File: src/rtl/sram_ctl_pkg.sv
package sram_ctl_pkg;

    typedef enum logic [2:0] {
        ST_IDLE,
        ST_RD_ACCESS,
        ST_RD_CAPTURE,
        ST_WR_SETUP,
        ST_WR_PULSE,
        ST_WR_RECOVER
    } ctl_state_t;

    typedef struct packed {
        logic ce_n;
        logic oe_n;
        logic we_n;
        logic drive;
    } strobe_t;

    // Round a ns-derived time up to whole clock cycles, never below one.
    function automatic int unsigned cycles_for(int unsigned t_ps, int unsigned clk_ps);
        int unsigned r;
        r = (t_ps + clk_ps - 1) / clk_ps;
        return (r == 0) ? 1 : r;
    endfunction

    function automatic int unsigned max2(int unsigned a, int unsigned b);
        return (a > b) ? a : b;
    endfunction

    // Memory-side strobe levels for each state.
    function automatic strobe_t strobes_for(ctl_state_t s);
        strobe_t v;
        v = '{ce_n: 1'b1, oe_n: 1'b1, we_n: 1'b1, drive: 1'b0};
        case (s)
            ST_RD_ACCESS:  v = '{ce_n: 1'b0, oe_n: 1'b0, we_n: 1'b1, drive: 1'b0};
            ST_RD_CAPTURE: v = '{ce_n: 1'b1, oe_n: 1'b1, we_n: 1'b1, drive: 1'b0};
            ST_WR_SETUP:   v = '{ce_n: 1'b0, oe_n: 1'b1, we_n: 1'b1, drive: 1'b1};
            ST_WR_PULSE:   v = '{ce_n: 1'b0, oe_n: 1'b1, we_n: 1'b0, drive: 1'b1};
            ST_WR_RECOVER: v = '{ce_n: 1'b0, oe_n: 1'b1, we_n: 1'b1, drive: 1'b1};
            default:       v = '{ce_n: 1'b1, oe_n: 1'b1, we_n: 1'b1, drive: 1'b0};
        endcase
        return v;
    endfunction

endpackage

File: src/rtl/sram_ctl_timer.sv
module sram_ctl_timer #(
    parameter int CNT_W = 2
) (
    input  logic             clk,
    input  logic             rst_n,
    input  logic             load,
    input  logic [CNT_W-1:0] load_val,
    output logic             expired
);

    logic [CNT_W-1:0] cnt_q;

    always_ff @(posedge clk or negedge rst_n) begin
        if (!rst_n) begin
            cnt_q <= '0;
        end else if (load) begin
            cnt_q <= load_val;
        end else if (cnt_q != '0) begin
            cnt_q <= cnt_q - 1'b1;
        end
    end

    assign expired = (cnt_q == '0);

endmodule

File: src/rtl/sram_ctl_req_latch.sv
module sram_ctl_req_latch #(
    parameter int ADDR_W = 17,
    parameter int DATA_W = 8
) (
    input  logic              clk,
    input  logic              rst_n,
    input  logic              capture,
    input  logic [ADDR_W-1:0] addr_in,
    input  logic [DATA_W-1:0] data_in,
    output logic [ADDR_W-1:0] addr_q,
    output logic [DATA_W-1:0] data_q
);

    always_ff @(posedge clk or negedge rst_n) begin
        if (!rst_n) begin
            addr_q <= '0;
            data_q <= '0;
        end else if (capture) begin
            addr_q <= addr_in;
            data_q <= data_in;
        end
    end

endmodule

File: src/rtl/sram_ctl_fsm.sv
module sram_ctl_fsm
    import sram_ctl_pkg::*;
#(
    parameter int DATA_W      = 8,
    parameter int READ_CYCLES = 2,
    parameter int WE_CYCLES   = 1,
    parameter int TURN_CYCLES = 1
) (
    input  logic              clk,
    input  logic              rst_n,
    input  logic              req_valid,
    input  logic              req_write,
    input  logic [DATA_W-1:0] mem_dq_in,
    output logic              accept,
    output logic              req_ready,
    output logic [DATA_W-1:0] rd_data,
    output logic              rd_valid,
    output logic              mem_ce_n,
    output logic              mem_oe_n,
    output logic              mem_we_n,
    output logic              mem_dq_oe
);

    localparam int MAX_CYC = int'(max2(max2(READ_CYCLES, WE_CYCLES), TURN_CYCLES));
    localparam int CNT_W   = $clog2(MAX_CYC + 1);
    localparam logic [CNT_W-1:0] RD_LOAD   = CNT_W'(READ_CYCLES - 1);
    localparam logic [CNT_W-1:0] WE_LOAD   = CNT_W'(WE_CYCLES - 1);
    localparam logic [CNT_W-1:0] TURN_LOAD = CNT_W'(TURN_CYCLES - 1);

    ctl_state_t       state, state_n;
    logic             tmr_load, tmr_expired;
    logic [CNT_W-1:0] tmr_val;
    strobe_t          strb_n;

    assign accept = req_valid && req_ready;

    // Next-state decision
    always_comb begin
        state_n = state;
        unique case (state)
            ST_IDLE:       if (accept) state_n = req_write ? ST_WR_SETUP : ST_RD_ACCESS;
            ST_RD_ACCESS:  if (tmr_expired) state_n = ST_RD_CAPTURE;
            ST_RD_CAPTURE: if (tmr_expired) state_n = ST_IDLE;
            ST_WR_SETUP:   state_n = ST_WR_PULSE;
            ST_WR_PULSE:   if (tmr_expired) state_n = ST_WR_RECOVER;
            ST_WR_RECOVER: state_n = ST_IDLE;
            default:       state_n = ST_IDLE;
        endcase
    end

    // Timer is reloaded on every state change with the dwell of the new state
    always_comb begin
        tmr_load = (state_n != state);
        unique case (state_n)
            ST_RD_ACCESS:  tmr_val = RD_LOAD;
            ST_RD_CAPTURE: tmr_val = TURN_LOAD;
            ST_WR_PULSE:   tmr_val = WE_LOAD;
            default:       tmr_val = '0;
        endcase
    end

    sram_ctl_timer #(.CNT_W(CNT_W)) u_timer (
        .clk      (clk),
        .rst_n    (rst_n),
        .load     (tmr_load),
        .load_val (tmr_val),
        .expired  (tmr_expired)
    );

    // State register
    always_ff @(posedge clk or negedge rst_n) begin
        if (!rst_n) state <= ST_IDLE;
        else        state <= state_n;
    end

    // Registered outputs, decoded from the next state so strobes are glitch free
    assign strb_n = strobes_for(state_n);

    always_ff @(posedge clk or negedge rst_n) begin
        if (!rst_n) begin
            mem_ce_n  <= 1'b1;
            mem_oe_n  <= 1'b1;
            mem_we_n  <= 1'b1;
            mem_dq_oe <= 1'b0;
            req_ready <= 1'b1;
            rd_valid  <= 1'b0;
            rd_data   <= '0;
        end else begin
            mem_ce_n  <= strb_n.ce_n;
            mem_oe_n  <= strb_n.oe_n;
            mem_we_n  <= strb_n.we_n;
            mem_dq_oe <= strb_n.drive;
            req_ready <= (state_n == ST_IDLE);
            rd_valid  <= (state == ST_RD_ACCESS) && (state_n == ST_RD_CAPTURE);
            if ((state == ST_RD_ACCESS) && (state_n == ST_RD_CAPTURE))
                rd_data <= mem_dq_in;
        end
    end

    // Handshake: acceptance drops ready on the next cycle
    p_ready_drop_r2: assert property (@(posedge clk) disable iff (!rst_n)
        (req_valid && req_ready) |=> !req_ready);

    // Read strobes: output enable low only with select low and write high
    p_read_strobes_r3: assert property (@(posedge clk) disable iff (!rst_n)
        !mem_oe_n |-> (!mem_ce_n && mem_we_n));

    // Read result is a single-cycle pulse following an output-enable window
    p_rvalid_pulse_r4: assert property (@(posedge clk) disable iff (!rst_n)
        rd_valid |=> !rd_valid);
    p_rvalid_after_read_r4: assert property (@(posedge clk) disable iff (!rst_n)
        rd_valid |-> $past(!mem_oe_n));

    // Write and output enable never overlap
    p_oe_we_excl_r5: assert property (@(posedge clk) disable iff (!rst_n)
        !(!mem_oe_n && !mem_we_n));

    // Bus ownership rules
    p_drive_oe_high_r6: assert property (@(posedge clk) disable iff (!rst_n)
        mem_dq_oe |-> mem_oe_n);
    p_we_needs_drive_r6: assert property (@(posedge clk) disable iff (!rst_n)
        !mem_we_n |-> (mem_dq_oe && !mem_ce_n));
    p_drive_before_we_r6: assert property (@(posedge clk) disable iff (!rst_n)
        $fell(mem_we_n) |-> $past(mem_dq_oe));
    p_release_after_we_r6: assert property (@(posedge clk) disable iff (!rst_n)
        $fell(mem_dq_oe) |-> $past(mem_we_n));

    // Standby between requests
    p_idle_standby_r8: assert property (@(posedge clk) disable iff (!rst_n)
        req_ready |-> (mem_ce_n && mem_oe_n && mem_we_n && !mem_dq_oe));

endmodule

File: src/rtl/sram_ctl.sv
module sram_ctl
    import sram_ctl_pkg::*;
#(
    parameter int ADDR_W    = 17,
    parameter int DATA_W    = 8,
    parameter int CLK_PS    = 8000,
    parameter int T_AA_PS   = 10000,
    parameter int T_PWE_PS  = 7000,
    parameter int T_AW_PS   = 8000,
    parameter int T_SD_PS   = 5000,
    parameter int T_HZOE_PS = 5000
) (
    input  logic              clk,
    input  logic              rst_n,
    input  logic              req_valid,
    output logic              req_ready,
    input  logic              req_write,
    input  logic [ADDR_W-1:0] req_addr,
    input  logic [DATA_W-1:0] req_wdata,
    output logic [DATA_W-1:0] rd_data,
    output logic              rd_valid,
    output logic              mem_ce_n,
    output logic              mem_oe_n,
    output logic              mem_we_n,
    output logic [ADDR_W-1:0] mem_addr,
    output logic [DATA_W-1:0] mem_dq_out,
    input  logic [DATA_W-1:0] mem_dq_in,
    output logic              mem_dq_oe
);

    // Address is already stable for the setup cycle, so the pulse only needs to
    // cover what remains of the address-setup window.
    localparam int READ_CYCLES = int'(cycles_for(T_AA_PS, CLK_PS));
    localparam int AW_REST     = int'(cycles_for(T_AW_PS, CLK_PS)) - 1;
    localparam int WE_CYCLES   = int'(max2(max2(cycles_for(T_PWE_PS, CLK_PS),
                                                cycles_for(T_SD_PS, CLK_PS)),
                                           (AW_REST > 0) ? AW_REST : 1));
    localparam int TURN_CYCLES = int'(cycles_for(T_HZOE_PS, CLK_PS));

    logic accept;

    sram_ctl_req_latch #(.ADDR_W(ADDR_W), .DATA_W(DATA_W)) u_latch (
        .clk     (clk),
        .rst_n   (rst_n),
        .capture (accept),
        .addr_in (req_addr),
        .data_in (req_wdata),
        .addr_q  (mem_addr),
        .data_q  (mem_dq_out)
    );

    sram_ctl_fsm #(
        .DATA_W      (DATA_W),
        .READ_CYCLES (READ_CYCLES),
        .WE_CYCLES   (WE_CYCLES),
        .TURN_CYCLES (TURN_CYCLES)
    ) u_fsm (
        .clk       (clk),
        .rst_n     (rst_n),
        .req_valid (req_valid),
        .req_write (req_write),
        .mem_dq_in (mem_dq_in),
        .accept    (accept),
        .req_ready (req_ready),
        .rd_data   (rd_data),
        .rd_valid  (rd_valid),
        .mem_ce_n  (mem_ce_n),
        .mem_oe_n  (mem_oe_n),
        .mem_we_n  (mem_we_n),
        .mem_dq_oe (mem_dq_oe)
    );

    // Latched address and data stay put while the memory is selected
    p_addr_stable_r7: assert property (@(posedge clk) disable iff (!rst_n)
        (!mem_ce_n && $past(!mem_ce_n)) |-> ($stable(mem_addr) && $stable(mem_dq_out)));

endmodule

File: config.mk
export PLATFORM = sky130hd
export DESIGN_NAME = sram_ctl
export DESIGN_NICKNAME = d
export VERILOG_FILES = /design/src/rtl/sram_ctl_pkg.sv /design/src/rtl/sram_ctl_timer.sv /design/src/rtl/sram_ctl_req_latch.sv /design/src/rtl/sram_ctl_fsm.sv /design/src/rtl/sram_ctl.sv
export SDC_FILE = /design/constraint.sdc
export NUM_CORES = 1
export LEC_CHECK = 0
export BUFFER_PORTS_ARGS = -buffer_cell sky130_fd_sc_hd__buf_2
export CORE_MARGIN = 2
export CORE_UTILIZATION = 42
export DETAILED_ROUTE_END_ITERATION = 12
export GPL_ROUTABILITY_DRIVEN = 0
export MAX_ROUTING_LAYER = met4
export PLACE_DENSITY = 0.86
export SLEW_MARGIN = 20
export SYNTH_ARGS = -nofsm -noshare
export SYNTH_HDL_FRONTEND = slang
export SYNTH_SLANG_ARGS = --single-unit
File: constraint.sdc
create_clock -name clk -period 1.3 [get_ports clk]
set_input_delay 0.065 -clock clk [delete_from_list [all_inputs] [get_ports clk]]
set_output_delay 0.065 -clock clk [all_outputs]
set_load 0.005 [all_outputs]
**After elaboration in Yosys (flattened, before gate mapping)**

Cells that the tools add are included.

- Eq/ne operators: 10
- Multiplexer cells: 10
- Shift operators: 0
- Reduce and logical (&&, ||, !) cells: 8
- Divide/modulo/power cells: 0
- $lt $le $gt $ge: 0
- Multiply operators: 0
- Bitwise operators: 0
- $add $sub $neg: 1

Operator list:

| operator | number |
|---|---|
| $pmux W3 S5 | 1 |
| $eq A3 B2 Y1 const B | 4 |
| $mux W3 | 4 |
| $pmux W4 S3 | 1 |
| $eq A3 B3 Y1 const B | 3 |
| $eq A3 B1 Y1 const B | 2 |
| $logic_not A3 Y1 | 2 |
| $mux W2 | 3 |
| $reduce_bool A2 Y1 | 2 |
| $ne A3 B3 Y1 | 1 |
| $logic_and A1 B1 Y1 | 2 |
| $logic_not A2 Y1 | 1 |
| $reduce_or A2 Y1 | 1 |
| $sub A2 B1 Y2 const B | 1 |
| $mux W1 | 1 |

- Bits in writable memories: 0
- Memory bits (read-only): 0
- Output and inout bits: 39
- Memories kept: 0
- Logic and storage cells: 40
- Bits in latches: 0
- Input bits: 37
- Bits in registers: 44

**Logic depth before layout (Yosys ltp)**

Gate-level depths: netlist of run 1.

- Word-level depth: 6
- Gate-level depth with buffers: 6

**Hierarchy**

A second synthesis of run 1 with hierarchy kept.

- Cell total of the unflattened synthesis: 126
- Area, all modules: 1,889.3 um^2

By module, submodules not included:

| module | cells each | sequential area each (um^2) | times used | area an instance (um^2) |
|---|---|---|---|---|
| sram_ctl_req_latch | 53 | 625.6 | 1 | 1,033.5 |
| sram_ctl_fsm | 61 | 430.4 | 1 | 742.0 |
| sram_ctl_timer | 12 | 50.0 | 1 | 113.9 |

**Least setup slack after synthesis of run 1**

OpenSTA, ideal clock, no wires.

- Path type: reg-to-reg
- Start: register u_fsm.state[1]
- End: register u_fsm.rd_data[0]
- Stages on the path, launching flop included: 6
- Clock period less this slack: 1.320 ns
- Arrival: 1.195 ns
- Setup slack: -0.020 ns
- Library setup time: 0.125 ns
- Path through: dfrtp_1 -> buf_6 -> nor2_1 -> and3_1 -> buf_6 -> mux2_2

- Word-level cells in the longest chain between the ends: 4
- Elaborated cells on any way between the ends: 12
- Those cells by class: eq/ne (5); mux (5); reduce/logical (2)

RTL lines:

| what | RTL line | RTL |
|---|---|---|
| start, declared | sram_ctl_fsm.sv:30 | `ctl_state_t state, state_n;` |
| start signal, assigned | sram_ctl_fsm.sv:73 | `else state <= state_n;` |
| $eq A3 B3 Y1, or another cell as far along | sram_ctl_fsm.sv:40 | `unique case (state)` |
| $pmux W3 S5 | sram_ctl_fsm.sv:40 |  |
| $eq A3 B2 Y1 | sram_ctl_fsm.sv:95 | `if ((state == ST_RD_ACCESS) && (state_n == ST_RD_CAPTURE))` |
| $logic_and A1 B1 Y1 (*) | sram_ctl_fsm.sv:95 |  |
| end signal, assigned | sram_ctl_fsm.sv:96 | `rd_data <= mem_dq_in;` |
| end, declared | sram_ctl_fsm.sv:16 | `output logic [DATA_W-1:0] rd_data,` |

Every way passes the cells marked *; elsewhere a longest branch is shown, timed or not.
A chain may end at the register's enable or synchronous reset.

**Worst setup path in the final report of run 1**

- Start: register u_fsm.u_timer.cnt_q[1]
- End: register u_fsm.u_timer.cnt_q[0]

- Word-level cells in the longest chain between the ends: 6
- Elaborated cells on any way between the ends: 11
- Those cells by class: eq/ne (2); mux (6); reduce/logical (3)

RTL lines:

| what | RTL line | RTL |
|---|---|---|
| start, declared | sram_ctl_timer.sv:11 | `logic [CNT_W-1:0] cnt_q;` |
| start signal, assigned | sram_ctl_timer.sv:17 | `cnt_q <= load_val;` |
| start signal, assigned | sram_ctl_timer.sv:19 | `cnt_q <= cnt_q - 1'b1;` |
| $logic_not A2 Y1 | sram_ctl_timer.sv:23 | `assign expired = (cnt_q == '0);` |
| $mux W3 (on tied branches) | sram_ctl_fsm.sv:45, sram_ctl_fsm.sv:42, sram_ctl_fsm.sv:43 |  |
| $pmux W3 S5 | sram_ctl_fsm.sv:40 |  |
| $eq A3 B1 Y1 | sram_ctl_fsm.sv:54 | `unique case (state_n)` |
| $mux W1 | sram_ctl_fsm.sv:54 |  |
| $mux W2 | sram_ctl_timer.sv:16 | `end else if (load) begin` |

Parallel ways exist; a longest one is shown, timed or not.

==> results of run 1 <==
==> final timing paths <==
path | start | slack (ns) | cells after the start | to
worst max-delay path | u_fsm.u_timer.cnt_q[1] | -0.06 | 6 | u_fsm.u_timer.cnt_q[0]
worst min-delay path | req_wdata[7] | 0.005 | 2 | u_latch.data_q[7]
worst max register to register | u_fsm.u_timer.cnt_q[1] | -0.06 | 6 | u_fsm.u_timer.cnt_q[0]
worst min register to register | u_latch.addr_q[4] | 0.50 | 1 | u_latch.addr_q[4]
max in group asynchronous | rst_n | 0.54 | 3 | u_fsm.rd_data[2]
min in group asynchronous | rst_n | 0.27 | 2 | u_fsm.u_timer.cnt_q[0]
==> cell usage after synthesis <==
cell type   n
buf_6       2
mux2_2     33
nor2b_1     3
dfstp_2     4
ha_1        1
nor2_1      6
nor3b_1     1
a2111oi_0   2
a31oi_1     2
nor3_1      1
or2_4       1
buf_2       5
nor4b_1     1
a2111oi_1   1
and3_1      1
nand2_2     1
o22a_1      1
a21o_1      1
o21bai_1    1
a21oi_1     6
a211oi_1    1
dfrtp_1    40
xor2_1      2
inv_1       4
o21ai_0     2
or4_1       1
==> metrics by stage <==
stage | power, mW | TNS [ns] | std cells | setup WS (ns) | hold slack, ns
floorplan | 3.711 | -0.03517 | 124 | -0.004155 | -0.2306
global placement | 4.750 | -0.1814 | 259 | -0.03347 | 0.04842
detailed placement | 4.861 | -0.6307 | 259 | -0.1101 | 0.05829
CTS | 6.032 | -0.3566 | 282 | -0.05222 | 0.0002804
global route | 6.598 | -0.9214 | 290 | -0.1392 | -0.002574
finish | 6.158 | -0.2934 | 290 | -0.06024 | 0.005437
==> worst max-delay path, stage by stage (launching register included) <==
cell and delay (ns):
dfrtp_1 0.34, inv_1 0.05, ha_2 0.18, buf_4 0.16
nor4b_2 0.34, a211oi_2 0.09, o21ai_2 0.14
==> metal layers <==
metal,vias up,global-route usage,routed length (um)
met1,683,0.1925,1679
met5,-,-,0
li1,667,-,-
met4,0,0.06618,39
met3,4,0.04383,196
met2,48,0.3185,2420
==> area by class of cell <==
cell class              count  area (sq um)
fillers                   305          1299
flip-flops and latches     44          1106
repair buffers            115         763.2
multi-input cells          69         690.7
clock buffers               6         82.58
well taps                  50         62.56
inverters                   4         15.01
clock inverters             2         10.01
==> state kept, by name, indices dropped and copies added (netlist names) <==
register and cells:
u_latch.addr_q 17, u_fsm.rd_data 8, u_fsm.mem_we_n 1, u_fsm.mem_oe_n 1, u_fsm.mem_dq_oe 1, u_fsm.rd_valid 1, u_fsm.req_ready 1, u_latch.data_q 8
u_fsm.u_timer.cnt_q 2, u_fsm.mem_ce_n 1, u_fsm.state 3
==> power by group <==
| part | switching [mW] | internal (mW) |
|---|---|---|
| clock | 0.440 | 0.424 |
| combinational | 1.15 | 1.70 |
| sequential | 0.382 | 2.06 |
| total | 1.97 | 4.18 |
==> kinds of logic (layout without fill, tap and decap cells) <==
logic type | after synthesis | count (layout) | share of synthesized area
AO/OA/AOI/OAI | 17 | 17 | 0.06282
AND/OR/NAND/NOR | 16 | 16 | 0.05152
adder cells (fa/ha/maj) | 1 | 1 | 0.007056
XOR/XNOR | 2 | 2 | 0.009882
multiplexers | 33 | 33 | 0.2096
buffers and inverters | 11 | 127 | 0.03528
flip-flops | 44 | 44 | 0.6239
==> repair_timing <==
action,in CTS,in global routing
gates cloned,1,0
hold buffers,13,8
pin swaps,1,1
buffers inserted,1,0
resized for setup,19,10
endpoints found under the setup margin,12,27
endpoints found under the hold margin,28,8
==> reports/metrics.yaml, run 1 <==
run_status:
  run_status: "finished, violations left"
  violations: "negative setup slack"
sta:
  rsz0062_at_grt: "yes"
  post-route-min-period_ns: 1.360
  report.final.hold_viol_count: 0
  worst_slew_pin_slew_ns: 0.4840
  relSlewSlack: 0.6773
  worst_slack_ns: -0.06024
  fmax_mhz: 735.2
  skew_ns: 0.006806
  slew_violations: 0
  fin_crit_sh: 1.046
  setup_violations: 10
placement:
  port_buffers: 75
  hpwlAfterDp_um: 2781
  placed_area_sq_um: 2306
logic_synthesis:
  avgSynthCellArea_sq_um: 14.30
  synthCells: 124
  netlist_area_sq_um: 1773
  ys_seq_area_frac: 0.6239
  synth.top_cell.area_share: 0.5646
  synth_area_leaders: "dfrtp_1 56%, mux2_2 21%, dfstp_2 5.9%"
  yosysWarnings: 0
  synth_area_leader_cell: "dfrtp_1"
  synth_cell_types: 26
  ys_ff_latch: 44
  synthesis.nets: 162
floorplanning:
  start_util: 0.4401
  die_width_um: 68.97
  dieArea_sq_um: 4757
  die_y_um: 68.97
  rows: 23
  coreArea_sq_um: 4029
  io_pins: 76
clocking:
  cts_root_buffer: "clkbuf_8"
  clockBufferDepth: 2
  clock_latency_ns: 0.29
  cts_tree: "done"
  numCtsBuffers: 5
  cts_sinks: 44
  clk_pin_slew_ns: 0.08
  h-tree-depth: 2
grt:
  grt_pass1_wl_um: 5899
  grt_max_degree: 25
  track_usage: 0.1789
  grt_overflow_total: 0
  first_global_vias: 1362
  antenna_found_initial: 0
layout:
  final_cell_mix: "75 x buf_2, 40 x dfrtp_1, 25 x mux2_2, 21 x dlygate4sd3_1, 13 x buf_4"
  nets: 277
  final_common_cell: "buf_2"
  drive_above_1_share: 0.6333
  area_growth_pct: 53.99
  num_antenna_cells: 0
  final_util: 0.6776
  stdcell_area_sq_um: 2730
worst_setup_path:
  cp-start-kind: "flop"
  path_max_fanout: 9
  critical_path_required_ns: 1.53
  worstSetupEndpointType: "flop"
  crit_type: "flop to flop"
  arrival_ns: 1.59
routing:
  first_pass_iters: 4
  viasPerCell: 4.834
  drt-initial-drc-count: 25
  ant_nets: 0
  routed_wirelength_um: 4335
  vias: 1402
  drcViolationCount: 0
  wl_per_cell_um: 14.95
power:
  vdd_drop_max_v: 0.001277
  pwr_density_cell_nw_per_um2: 2256
  p_leak_nw: 1.327
run:
  cap_violations: 0
worst_hold_path:
  min_path_type: "input port to flop"
Power figures use the tool's default switching activity.
==> inputs of run 2 (changes only) <==
==> constraint.sdc (replaced) <==
create_clock -name clk -period 1.3 [get_ports clk]
set_input_delay 0.065 -clock clk [delete_from_list [all_inputs] [get_ports clk]]
set_output_delay 0.065 -clock clk [all_outputs]
set_load 0.02 [all_outputs]
==> run 2 against run 1 <==
  * Cell area is 2.4% higher
  * Flip-flop and latch count did not move
  * Power up 11%
  * Clock-buffer cell count unchanged
  * Largest power group unchanged
  * The run still ends with negative setup slack left
==> reports/metrics.yaml, run 2 (synthesis gave the netlist of run 1 again) <==
run_status:
  run_status: "finished, violations left"
  violations: "negative setup slack"
sta:
  skew_ns: 0.004723
  slew_violations: 0
  fmax_mhz: 762.4
  worst_slack_ns: -0.01172
  rsz0062_at_grt: "yes"
  post-route-min-period_ns: 1.312
  worst_slew_pin_slew_ns: 0.3264
  report.final.hold_viol_count: 0
  fin_crit_sh: 1.009
  relSlewSlack: 0.7768
  setup_violations: 4
grt:
  antenna_found_initial: 0
  track_usage: 0.2044
  grt_overflow_total: 0
  grt_pass1_wl_um: 6748
  first_global_vias: 1437
  grt_max_degree: 45
layout:
  n_fill_cell: 307
  area_growth_pct: 57.66
  largest_register: "u_latch.addr_q"
  final_util: 0.6938
  num_antenna_cells: 0
  nets: 287
  largest_reg_flops: 17
  final_common_cell: "buf_2"
  drive_above_1_share: 0.6120
  final_cell_mix: "75 x buf_2, 38 x dfrtp_1, 28 x dlygate4sd3_1, 25 x mux2_2, 18 x buf_4"
  top_regs: "u_latch.addr_q (17), u_fsm.rd_data (8), u_latch.data_q (8)"
  final_cells: 300
clocking:
  clock_latency_ns: 0.30
  h-tree-depth: 2
  cts_root_buffer: "clkbuf_8"
  clk_pin_slew_ns: 0.08
  cts_sinks: 44
  numCtsBuffers: 5
  cts_tree: "done"
  clockBufferDepth: 2
worst_setup_path:
  r2r_slack_ns: -0.01
  path_buf_inv: 0
  critPathSlowestCell: "dfrtp_2"
  r2r_start: "u_fsm.state[1]"
  r2r_end: "u_fsm.rd_data[2]"
  critical_path_required_ns: 1.48
  arrival_ns: 1.49
  cpLargestDelayFamily: "flip-flops"
  cp_cell_sequence: "nor2_2 -> and3_4 -> mux2_4"
  worstSetupEndpointType: "flop"
  max_stage_delay_ns: 0.45
  path_max_fanout: 5
  crit_type: "flop to flop"
  cp.depth: 3
  reg2reg_depth: 3
  cp-start-kind: "flop"
floorplanning:
  die_y_um: 68.97
  dieArea_sq_um: 4757
  rows: 23
  coreArea_sq_um: 4029
  start_util: 0.4401
  die_width_um: 68.97
  io_pins: 76
routing:
  routed_wirelength_um: 4407
  viasPerCell: 4.820
  wl_per_cell_um: 14.69
  drcViolationCount: 0
  vias: 1446
  ant_nets: 0
  drt-initial-drc-count: 48
  first_pass_iters: 4
worst_hold_path:
  min_path_type: "input port to flop"
  min_to: "u_latch.addr_q[6]"
  hp-start: "req_addr[6]"
  holdPathStages: 2
power:
  pwr_density_cell_nw_per_um2: 2443
  p_leak_nw: 1.350
  vdd_drop_max_v: 0.001345
run:
  cap_violations: 0
placement:
  port_buffers: 75
  hpwlAfterDp_um: 2510
  dp_cells: 257
-- run 2: final cells by class --
class	count	area [sq um]	share of cell area
Multi-Input combinational cell	70	696.9	0.2493
Inverter	4	15.01	0.005372
Tap cell	50	62.56	0.02238
Timing Repair Buffer	124	827.0	0.2959
Clock buffer	6	72.57	0.02596
Clock inverter	2	12.51	0.004476
Sequential cell	44	1109	0.3966
-- run 2: per-stage QoR --
stage	total power, mW	TNS [ns]	worst slack (ns)	hold slack (ns)	area, sq um
2_1_floorplan	4.464	-0.2192	-0.02733	-0.2306	1795
3_3_place_gp	5.466	-0.09028	-0.01564	0.05679	2311
3_5_place_dp	5.543	-0.4190	-0.06176	0.05988	2311
4_1_cts	6.676	-0.1384	-0.03245	0.0004037	2730
5_1_grt	7.253	-0.3593	-0.05405	0.0009495	2795
6_report	6.829	-0.03619	-0.01172	0.003377	2795
-- run 2: per-layer routing --
layer	wire length, um	up-vias	GRT usage
li1	-	687	-
met1	1732	693	0.2248
met2	2309	57	0.3546
met3	306	9	0.06169
met4	59	0	0.06618
met5	0	-	-
-- run 2: worst max path at each step --
stage | from | to | slack, ns
final | u_fsm.state[1] | u_fsm.rd_data[2] | -0.01
after global routing | u_fsm.req_ready | u_fsm.u_timer.cnt_q[0] | -0.05
after CTS | u_fsm.u_timer.cnt_q[0] | u_fsm.rd_data[2] | -0.03
after detailed placement | u_fsm.u_timer.cnt_q[1] | u_fsm.rd_data[2] | -0.06
after global placement | u_fsm.u_timer.cnt_q[1] | u_fsm.rd_data[2] | -0.02
after floorplan | u_fsm.req_ready | u_fsm.u_timer.cnt_q[0] | -0.03
-- run 2: timing repair --
item                                    4_1_cts  5_1_grt
setup buffers                                 1        5
endpoints found under the setup margin        9       31
gates resized for setup                      13        7
pin swaps                                     3        4
gates cloned                                  1        0
hold buffers                                 27        1
endpoints found under the hold margin        70        1
-- run 2: worst register-to-register path, delay by kind of cell, from the launching register on --
kind / cells / cell delay (ns)
muxes: 1 / 0.32
DFF: 1 / 0.45
and+or+nand+nor: 2 / 0.43
-- run 2: power breakdown --
group | total (mW) | internal (mW) | leakage [nW] | switching (mW)
clock | 0.835 | 0.376 | 0.0412 | 0.459
combinational | 3.55 | 1.71 | 0.790 | 1.83
sequential | 2.45 | 2.07 | 0.518 | 0.379
==> inputs of run 3 (changes only) <==
--- a/config.mk
+++ b/config.mk
@@ -10,7 +10,6 @@
 export CORE_UTILIZATION = 42
 export DETAILED_ROUTE_END_ITERATION = 12
 export GPL_ROUTABILITY_DRIVEN = 0
-export MAX_ROUTING_LAYER = met4
 export PLACE_DENSITY = 0.86
 export SLEW_MARGIN = 20
 export SYNTH_ARGS = -nofsm -noshare
==> run 3 against run 2 <==
  * Combinational power is essentially flat
  * First-iteration DRC count grew 23%
  * The run still ends with negative setup slack left
  * Sequential share of layout area is the same
  * Worst setup slack is essentially flat
  * Core utilization is the same
  * Largest cell class unchanged
  * Cell area is the same
==> reports/metrics.yaml, run 3 (synthesis gave the netlist of run 1 again) <==
layout:
  nets: 287
  final_cell_mix: "75 x buf_2, 38 x dfrtp_1, 28 x dlygate4sd3_1, 25 x mux2_2, 18 x buf_4"
  drive_above_1_share: 0.6120
  largest_register: "u_latch.addr_q"
  final_util: 0.6938
  stdcell_area_sq_um: 2795
  area_growth_pct: 57.66
  num_antenna_cells: 0
  largest_reg_flops: 17
  final_cells: 300
  final_common_cell: "buf_2"
  top_regs: "u_latch.addr_q (17), u_fsm.rd_data (8), u_latch.data_q (8)"
clocking:
  clock_latency_ns: 0.30
  cts_tree: "done"
  h-tree-depth: 2
  clk_pin_slew_ns: 0.08
  clockBufferDepth: 2
  cts_root_buffer: "clkbuf_8"
  numCtsBuffers: 5
  cts_sinks: 44
sta:
  report.final.hold_viol_count: 0
  slew_violations: 0
  post-route-min-period_ns: 1.312
  skew_ns: 0.004445
  setup_violations: 4
  worst_slack_ns: -0.01179
  fmax_mhz: 762.3
  relSlewSlack: 0.7768
  worst_slew_pin_slew_ns: 0.3264
  rsz0062_at_grt: "yes"
  fin_crit_sh: 1.009
  hold_slack_ns: 0.002623
run_status:
  run_status: "finished, violations left"
  violations: "negative setup slack"
routing:
  wl_per_cell_um: 14.77
  drcViolationCount: 0
  ant_nets: 0
  routed_wirelength_um: 4431
  viasPerCell: 4.837
  vias: 1451
  first_pass_iters: 5
  drt-initial-drc-count: 59
placement:
  port_buffers: 75
  dp_cells: 257
  placed_area_sq_um: 2311
  hpwlAfterDp_um: 2510
floorplanning:
  rows: 23
  coreArea_sq_um: 4029
  die_width_um: 68.97
  dieArea_sq_um: 4757
  start_util: 0.4401
  die_y_um: 68.97
  io_pins: 76
worst_setup_path:
  arrival_ns: 1.50
  critical_path_required_ns: 1.48
  crit_type: "flop to flop"
  worstSetupEndpointType: "flop"
  cp-start-kind: "flop"
  path_max_fanout: 5
grt:
  track_usage: 0.1988
  grt_overflow_total: 0
  grt_max_degree: 45
  grt_pass1_wl_um: 6741
  first_global_vias: 1439
  antenna_found_initial: 0
run:
  cap_violations: 0
worst_hold_path:
  min_path_type: "input port to flop"
power:
  vdd_drop_max_v: 0.001345
  pwr_density_cell_nw_per_um2: 2445
  p_leak_nw: 1.350
run 3: layout make-up:
type | count | area (sq um)
Clock buffer | 6 | 72.57
Clock inverter | 2 | 12.51
Fill cell | 307 | 1234
Inverter | 4 | 15.01
Multi-Input combinational cell | 70 | 696.9
Sequential cell | 44 | 1109
Tap cell | 50 | 62.56
Timing Repair Buffer | 124 | 827.0
run 3: power breakdown:
part,internal (mW),switching (mW)
Combinational,1.71,1.83
Sequential,2.07,0.381
Clock,0.376,0.460
run 3: timing repair:
| item | in CTS | in global routing |
|---|---|---|
| pin swaps | 3 | 4 |
| cloned | 1 | 0 |
| buffers inserted | 1 | 5 |
| endpoints found under the setup margin | 9 | 31 |
| gates resized for setup | 13 | 7 |
| hold buffers | 27 | 1 |
| hold endpoints to repair | 70 | 1 |
run 3: routing by layer:
metal | global-route usage | up-vias | part of all wire
met5 | 0 | - | 0
met4 | 0.06618 | 0 | 0.014
li1 | - | 687 | -
met3 | 0.06169 | 9 | 0.069
met1 | 0.2258 | 696 | 0.39
met2 | 0.3534 | 59 | 0.52
run 3: critical path: stages, from the launching register on:
cell and delay, ns:
dfrtp_2 0.45, nor2_2 0.16, and3_4 0.27, mux2_4 0.32
run 3: per-stage QoR:
stage	setup TNS (ns)	worst slack, ns	total power [mW]
final	-0.03391	-0.01179	6.833
after global routing	-0.3593	-0.05405	7.253
after CTS	-0.1384	-0.03245	6.676
after detailed placement	-0.4190	-0.06176	5.543
after global placement	-0.09028	-0.01564	5.466
after floorplan	-0.2192	-0.02733	4.464
run 3: final timing paths:
path | startpoint | end | slack, ns | cells after the start
worst max-delay path | u_fsm.state[1] | u_fsm.rd_data[2] | -0.01 | 3
worst min-delay path | req_addr[6] | u_latch.addr_q[6] | 0.003 | 2
worst max register to register | u_fsm.state[1] | u_fsm.rd_data[2] | -0.01 | 3
worst min register to register | u_latch.data_q[3] | u_latch.data_q[3] | 0.50 | 1
max in group asynchronous | rst_n | u_fsm.req_ready | 0.77 | 3
min in group asynchronous | rst_n | u_fsm.state[1] | 0.26 | 3
